==> config.mk <==
export PLATFORM = sky130hd
export DESIGN_NAME = bus_strobe_gen
export DESIGN_NICKNAME = d
export VERILOG_FILES = /design/src/rtl/bus_strobe_pkg.sv /design/src/rtl/ale_gen.sv /design/src/rtl/psen_gen.sv /design/src/rtl/port_mux.sv /design/src/rtl/bus_strobe_gen.sv
export SDC_FILE = /design/constraint.sdc
export NUM_CORES = 1
export LEC_CHECK = 0
export ABC_AREA = 1
export CORE_MARGIN = 2
export CORE_UTILIZATION = 50
export CTS_BUF_LIST = sky130_fd_sc_hd__clkbuf_8 sky130_fd_sc_hd__clkbuf_16
export CTS_CLUSTER_SIZE = 16
export DETAILED_ROUTE_END_ITERATION = 8
export DONT_BUFFER_PORTS = 1
export PLACE_DENSITY = 0.67
export SLEW_MARGIN = 20
export SYNTH_ARGS = -nofsm -noshare
export SYNTH_HDL_FRONTEND = slang
export SYNTH_HIERARCHICAL = 1
export SYNTH_SLANG_ARGS = --single-unit
==> constraint.sdc <==
create_clock -name clk -period 0.93 [get_ports clk]
set_input_delay 0.186 -clock clk [delete_from_list [all_inputs] [get_ports clk]]
set_output_delay 0.186 -clock clk [all_outputs]
set_load 0.05 [all_outputs]
==> src/rtl/bus_strobe_pkg.sv <==
package bus_strobe_pkg;
  typedef enum logic [1:0] {
    P0_FLOAT = 2'd0,
    P0_ADDR  = 2'd1,
    P0_DATA  = 2'd2
  } p0_sel_e;
endpackage

==> src/rtl/ale_gen.sv <==
module ale_gen #(
  parameter int ST_W  = 3,
  parameter int ALE_A = 1,
  parameter int ALE_B = 4
) (
  input  logic            clk,
  input  logic            rst,
  input  logic [ST_W-1:0] st_i,
  input  logic            ext_exec_i,
  input  logic            movx_i,
  input  logic            movc_i,
  input  logic            xdat_i,
  input  logic            ale_dis_i,
  output logic            ale_nxt_o,
  output logic            ale_o
);
  logic slot_a, slot_b, allow;

  always_comb begin
    slot_a    = (st_i == ST_W'(ALE_A)) && !xdat_i;
    slot_b    = (st_i == ST_W'(ALE_B));
    allow     = ext_exec_i || !ale_dis_i || movx_i || movc_i;
    ale_nxt_o = allow && (slot_a || slot_b);
  end

  always_ff @(posedge clk) begin
    if (rst) ale_o <= 1'b0;
    else     ale_o <= ale_nxt_o;
  end

  logic armed;
  always_ff @(posedge clk) armed <= !rst;

  assert_ale_slot_R2: assert property (@(posedge clk) disable iff (rst || !armed)
    ale_o |-> ($past(st_i) == ST_W'(ALE_A) || $past(st_i) == ST_W'(ALE_B)));
  assert_ale_skip_R3: assert property (@(posedge clk) disable iff (rst || !armed)
    ($past(xdat_i) && $past(st_i) == ST_W'(ALE_A)) |-> !ale_o);
  assert_ale_off_R4: assert property (@(posedge clk) disable iff (rst || !armed)
    ($past(ale_dis_i) && !$past(ext_exec_i) && !$past(movx_i) && !$past(movc_i)) |-> !ale_o);
endmodule

==> src/rtl/psen_gen.sv <==
module psen_gen #(
  parameter int ST_W   = 3,
  parameter int PSEN_A = 2,
  parameter int PSEN_B = 5
) (
  input  logic            clk,
  input  logic            rst,
  input  logic [ST_W-1:0] st_i,
  input  logic            ext_exec_i,
  input  logic            xdat_i,
  output logic            psen_n_o
);
  logic rd_slot;

  always_comb
    rd_slot = ext_exec_i && !xdat_i &&
              ((st_i == ST_W'(PSEN_A)) || (st_i == ST_W'(PSEN_B)));

  always_ff @(posedge clk) begin
    if (rst) psen_n_o <= 1'b1;
    else     psen_n_o <= !rd_slot;
  end

  logic armed;
  always_ff @(posedge clk) armed <= !rst;

  assert_psen_xdat_R7: assert property (@(posedge clk) disable iff (rst || !armed)
    $past(xdat_i) |-> psen_n_o);
  assert_psen_int_R8: assert property (@(posedge clk) disable iff (rst || !armed)
    !$past(ext_exec_i) |-> psen_n_o);
endmodule

==> src/rtl/port_mux.sv <==
module port_mux
  import bus_strobe_pkg::*;
#(
  parameter int ST_W   = 3,
  parameter int DW     = 8,
  parameter int DATA_A = 2,
  parameter int DATA_B = 3
) (
  input  logic            clk,
  input  logic            rst,
  input  logic [ST_W-1:0] st_i,
  input  logic            ale_nxt_i,
  input  logic            ext_exec_i,
  input  logic            movx_i,
  input  logic            xdat_i,
  input  logic            ptr16_i,
  input  logic [DW-1:0]   p2_latch_i,
  input  logic [DW-1:0]   dph_i,
  input  logic [DW-1:0]   pch_i,
  output p0_sel_e         p0_sel_o,
  output logic [DW-1:0]   p2_o
);
  p0_sel_e     p0_nxt;
  logic [DW-1:0] p2_nxt;

  always_comb begin
    if (ale_nxt_i)
      p0_nxt = P0_ADDR;
    else if (xdat_i && (st_i == ST_W'(DATA_A) || st_i == ST_W'(DATA_B)))
      p0_nxt = P0_DATA;
    else
      p0_nxt = P0_FLOAT;

    if (movx_i)          p2_nxt = ptr16_i ? dph_i : p2_latch_i;
    else if (ext_exec_i) p2_nxt = pch_i;
    else                 p2_nxt = p2_latch_i;
  end

  always_ff @(posedge clk) begin
    if (rst) begin
      p0_sel_o <= P0_FLOAT;
      p2_o     <= {DW{1'b1}};
    end else begin
      p0_sel_o <= p0_nxt;
      p2_o     <= p2_nxt;
    end
  end

  logic armed;
  always_ff @(posedge clk) armed <= !rst;

  assert_p2_ptr16_R9: assert property (@(posedge clk) disable iff (rst || !armed)
    ($past(movx_i) && $past(ptr16_i)) |-> (p2_o == $past(dph_i)));
  assert_p2_reg8_R9: assert property (@(posedge clk) disable iff (rst || !armed)
    ($past(movx_i) && !$past(ptr16_i)) |-> (p2_o == $past(p2_latch_i)));
endmodule

==> src/rtl/bus_strobe_gen.sv <==
module bus_strobe_gen #(
  parameter int ST_W   = 3,
  parameter int DW     = 8,
  parameter int ALE_A  = 1,
  parameter int ALE_B  = 4,
  parameter int PSEN_A = 2,
  parameter int PSEN_B = 5
) (
  input  logic            clk,
  input  logic            rst,
  input  logic [ST_W-1:0] st_i,
  input  logic            ext_exec_i,
  input  logic            movx_i,
  input  logic            xdat_i,
  input  logic            ptr16_i,
  input  logic            movc_i,
  input  logic            ale_dis_i,
  input  logic [DW-1:0]   p2_latch_i,
  input  logic [DW-1:0]   dph_i,
  input  logic [DW-1:0]   pch_i,
  output logic            ale_o,
  output logic            psen_n_o,
  output logic [1:0]      p0_sel_o,
  output logic [DW-1:0]   p2_o
);
  import bus_strobe_pkg::*;

  logic    ale_nxt;
  p0_sel_e p0_sel;

  ale_gen #(.ST_W(ST_W), .ALE_A(ALE_A), .ALE_B(ALE_B)) u_ale (
    .clk(clk), .rst(rst), .st_i(st_i), .ext_exec_i(ext_exec_i),
    .movx_i(movx_i), .movc_i(movc_i), .xdat_i(xdat_i),
    .ale_dis_i(ale_dis_i), .ale_nxt_o(ale_nxt), .ale_o(ale_o)
  );

  psen_gen #(.ST_W(ST_W), .PSEN_A(PSEN_A), .PSEN_B(PSEN_B)) u_psen (
    .clk(clk), .rst(rst), .st_i(st_i), .ext_exec_i(ext_exec_i),
    .xdat_i(xdat_i), .psen_n_o(psen_n_o)
  );

  port_mux #(.ST_W(ST_W), .DW(DW), .DATA_A(PSEN_A), .DATA_B(PSEN_A + 1)) u_port (
    .clk(clk), .rst(rst), .st_i(st_i), .ale_nxt_i(ale_nxt),
    .ext_exec_i(ext_exec_i), .movx_i(movx_i), .xdat_i(xdat_i),
    .ptr16_i(ptr16_i), .p2_latch_i(p2_latch_i), .dph_i(dph_i),
    .pch_i(pch_i), .p0_sel_o(p0_sel), .p2_o(p2_o)
  );

  assign p0_sel_o = p0_sel;

  logic armed;
  always_ff @(posedge clk) armed <= !rst;

  assert_no_overlap_R6: assert property (@(posedge clk) disable iff (rst || !armed)
    !(ale_o && !psen_n_o));
  assert_p0_addr_R11: assert property (@(posedge clk) disable iff (rst || !armed)
    ale_o |-> (p0_sel_o == 2'd1));
  assert_idle_st_R12: assert property (@(posedge clk) disable iff (rst || !armed)
    ($past(st_i) > 3'd5) |-> (!ale_o && psen_n_o));
endmodule

==> results.ini <==
[yosys]
synth_cells=107
yosysWarningCount=6
yosysTopAreaCellShare=0.362
synth_nets=142
synth.area.top_cells=dfxtp_1, nand2_1, nand3_1
synth_area_sq_um=663
post-synth-top-area-cell=dfxtp_1
ys_types=14
ys_ff_latch=12
avgSynthCellArea_sq_um=6.20
ys_seq_area_frac=0.362

[place]
hpwlAfterDp_um=1150
gp_congestion=0.777
portBuffers=0
place_area_sq_um=744

[floorplan]
rows=13
ios=47
die_area_sq_um=1630
core_sq_um=1270
initial_core_util=0.523
die_x_um=40.4
dieHeight_um=40.4

[sta]
hold_viol_final=0
finalCritPeriodShare=0.978
slew_headroom=0.867
max_freq_ghz=1.10
min_period_ns=0.910
drv_slew=0
worst_pin_slew_ns=0.199
fin_hold_ws_ns=0.0154
setup_violations=0

[route]
wl_um=1450
wl_per_cell_um=10.8
drtIter0Drc=17
first_pass_iters=4
via_per_inst=5.09
remaining_drc_errors=0
ant_nets=0
num_vias=682

[layout]
fillers=130
stdcell_area_sq_um=806
multi_input_area_sq_um=350
final_nets=156
most-common-layout-cells=nand2_1, nand3_1, dfxtp_1
diodes=0
area_growth_pct=21.5
final_common_cell=nand2_1
final-seq-area_sq_um=241
drive_gt1_frac=0.193

[pwr]
intPower_w=0.000937
power.total_w=0.00131
switching_power_w=0.000373
power_frac_comb=0.234
p_leak_nw=0.430
swShare=0.285
power_frac_seq=0.426
irDropWorstVdd_v=0.000644
clock_power_share=0.339
power_density_nw_per_um2=1630

[clocking]
cts_made_buffers=3
cts_setup_buffers=0
cts-htree-levels=1
cts.sinks=12
clockBufferDepth=2
root_buffer=clkbuf_8
cts_tree=done
clkSlewWorstSetupHoldPaths_ns=0.05
post_cts_resized=1
hold_buffers=0

[global_routing]
grt_pass1_wl_um=2010
antenna_found_initial=0
overflow=0
grt_max_degree=12
grt.total_usage=0.194
grt_pass1_vias=500

[worst_setup_path]
crit_type=reg2out
critPathSlowestCell=dfxtp_1
path_cells=buf_4
cp_slowest_stage_delay_ns=0.30
critPathRequiredTime_ns=0.74
cp-start-kind=register
critPathTopFamily=flip-flops
worstPathArrival_ns=0.72
crit_path_max_fanout=1
crit_path_end_kind=output port
path_buf_inv=1

[min_path]
hold_class=in2reg

[run]
cap_violations=0

[outcome]
status=complete, no violations

Yosys cell counts:
| master | count |
|---|---|
| nor2_2 | 1 |
| buf_2 | 1 |
| buf_6 | 2 |
| inv_2 | 3 |
| nor2_1 | 3 |
| nand3b_1 | 1 |
| a21oi_2 | 1 |
| nand2_1 | 53 |
| nor3_1 | 1 |
| nand3_1 | 18 |
| inv_1 | 9 |
| nor3b_2 | 1 |
| nand3_2 | 1 |
| dfxtp_1 | 12 |
flip-flops by register name (all words and copies together) (netlist names):
name and count:
u_ale/ale_o 1, u_psen/psen_n_o 1, u_port/p2_o 8, u_port/p0_sel_o 2
power by group through the flow:
| stage | registers [W] | logic, W | clock network [W] |
|---|---|---|---|
| global route | 0.000560 | 0.000334 | 0.000468 |
| global placement | 0.000565 | 0.000295 | 0 |
| finish | 0.000558 | 0.000307 | 0.000445 |
| CTS | 0.000557 | 0.000302 | 0.000459 |
| floorplan | 0.000680 | 0.000137 | 0 |
| detailed placement | 0.000566 | 0.000299 | 0 |
layout make-up:
class	count	share of cell area
repair buffers	12	0.135
multi-input cells	80	0.435
clock buffers	3	0.0512
inverters	12	0.0559
well taps	15	0.0233
flip-flops and latches	12	0.300
routing by layer:
| metal | global-route usage | share of wire |
|---|---|---|
| met5 | 0 | 0 |
| met4 | 0.183 | 0.045 |
| met3 | 0.0611 | 0.10 |
| met2 | 0.258 | 0.43 |
| met1 | 0.239 | 0.42 |
worst paths after layout:
check | to | startpoint | cells past startpoint | slack [ns]
setup / recovery | p0_sel_o[1] | u_port/p0_sel_o[1] | 1 | 0.02
hold / removal | u_ale/ale_o | rst | 1 | 0.02
per-stage QoR:
stage	setup WS [ns]	util	TNS, ns	cells
6_report	0.0201	0.635	0	134
5_1_grt	-0.000556	0.635	-0.000556	134
4_1_cts	0.00529	0.622	0	134
3_5_place_dp	0.218	0.587	0	131
3_3_place_gp	0.237	0.587	0	131
2_1_floorplan	0.157	-	0	107
cell families (layout without fill, tap and decap cells):
family,after synthesis,count (layout),share of synthesized area
flops,12,12,0.362
simple gates,79,79,0.515
buf+inv,15,27,0.109
compound gates,1,1,0.0132
Power figures use the tool's default switching activity.
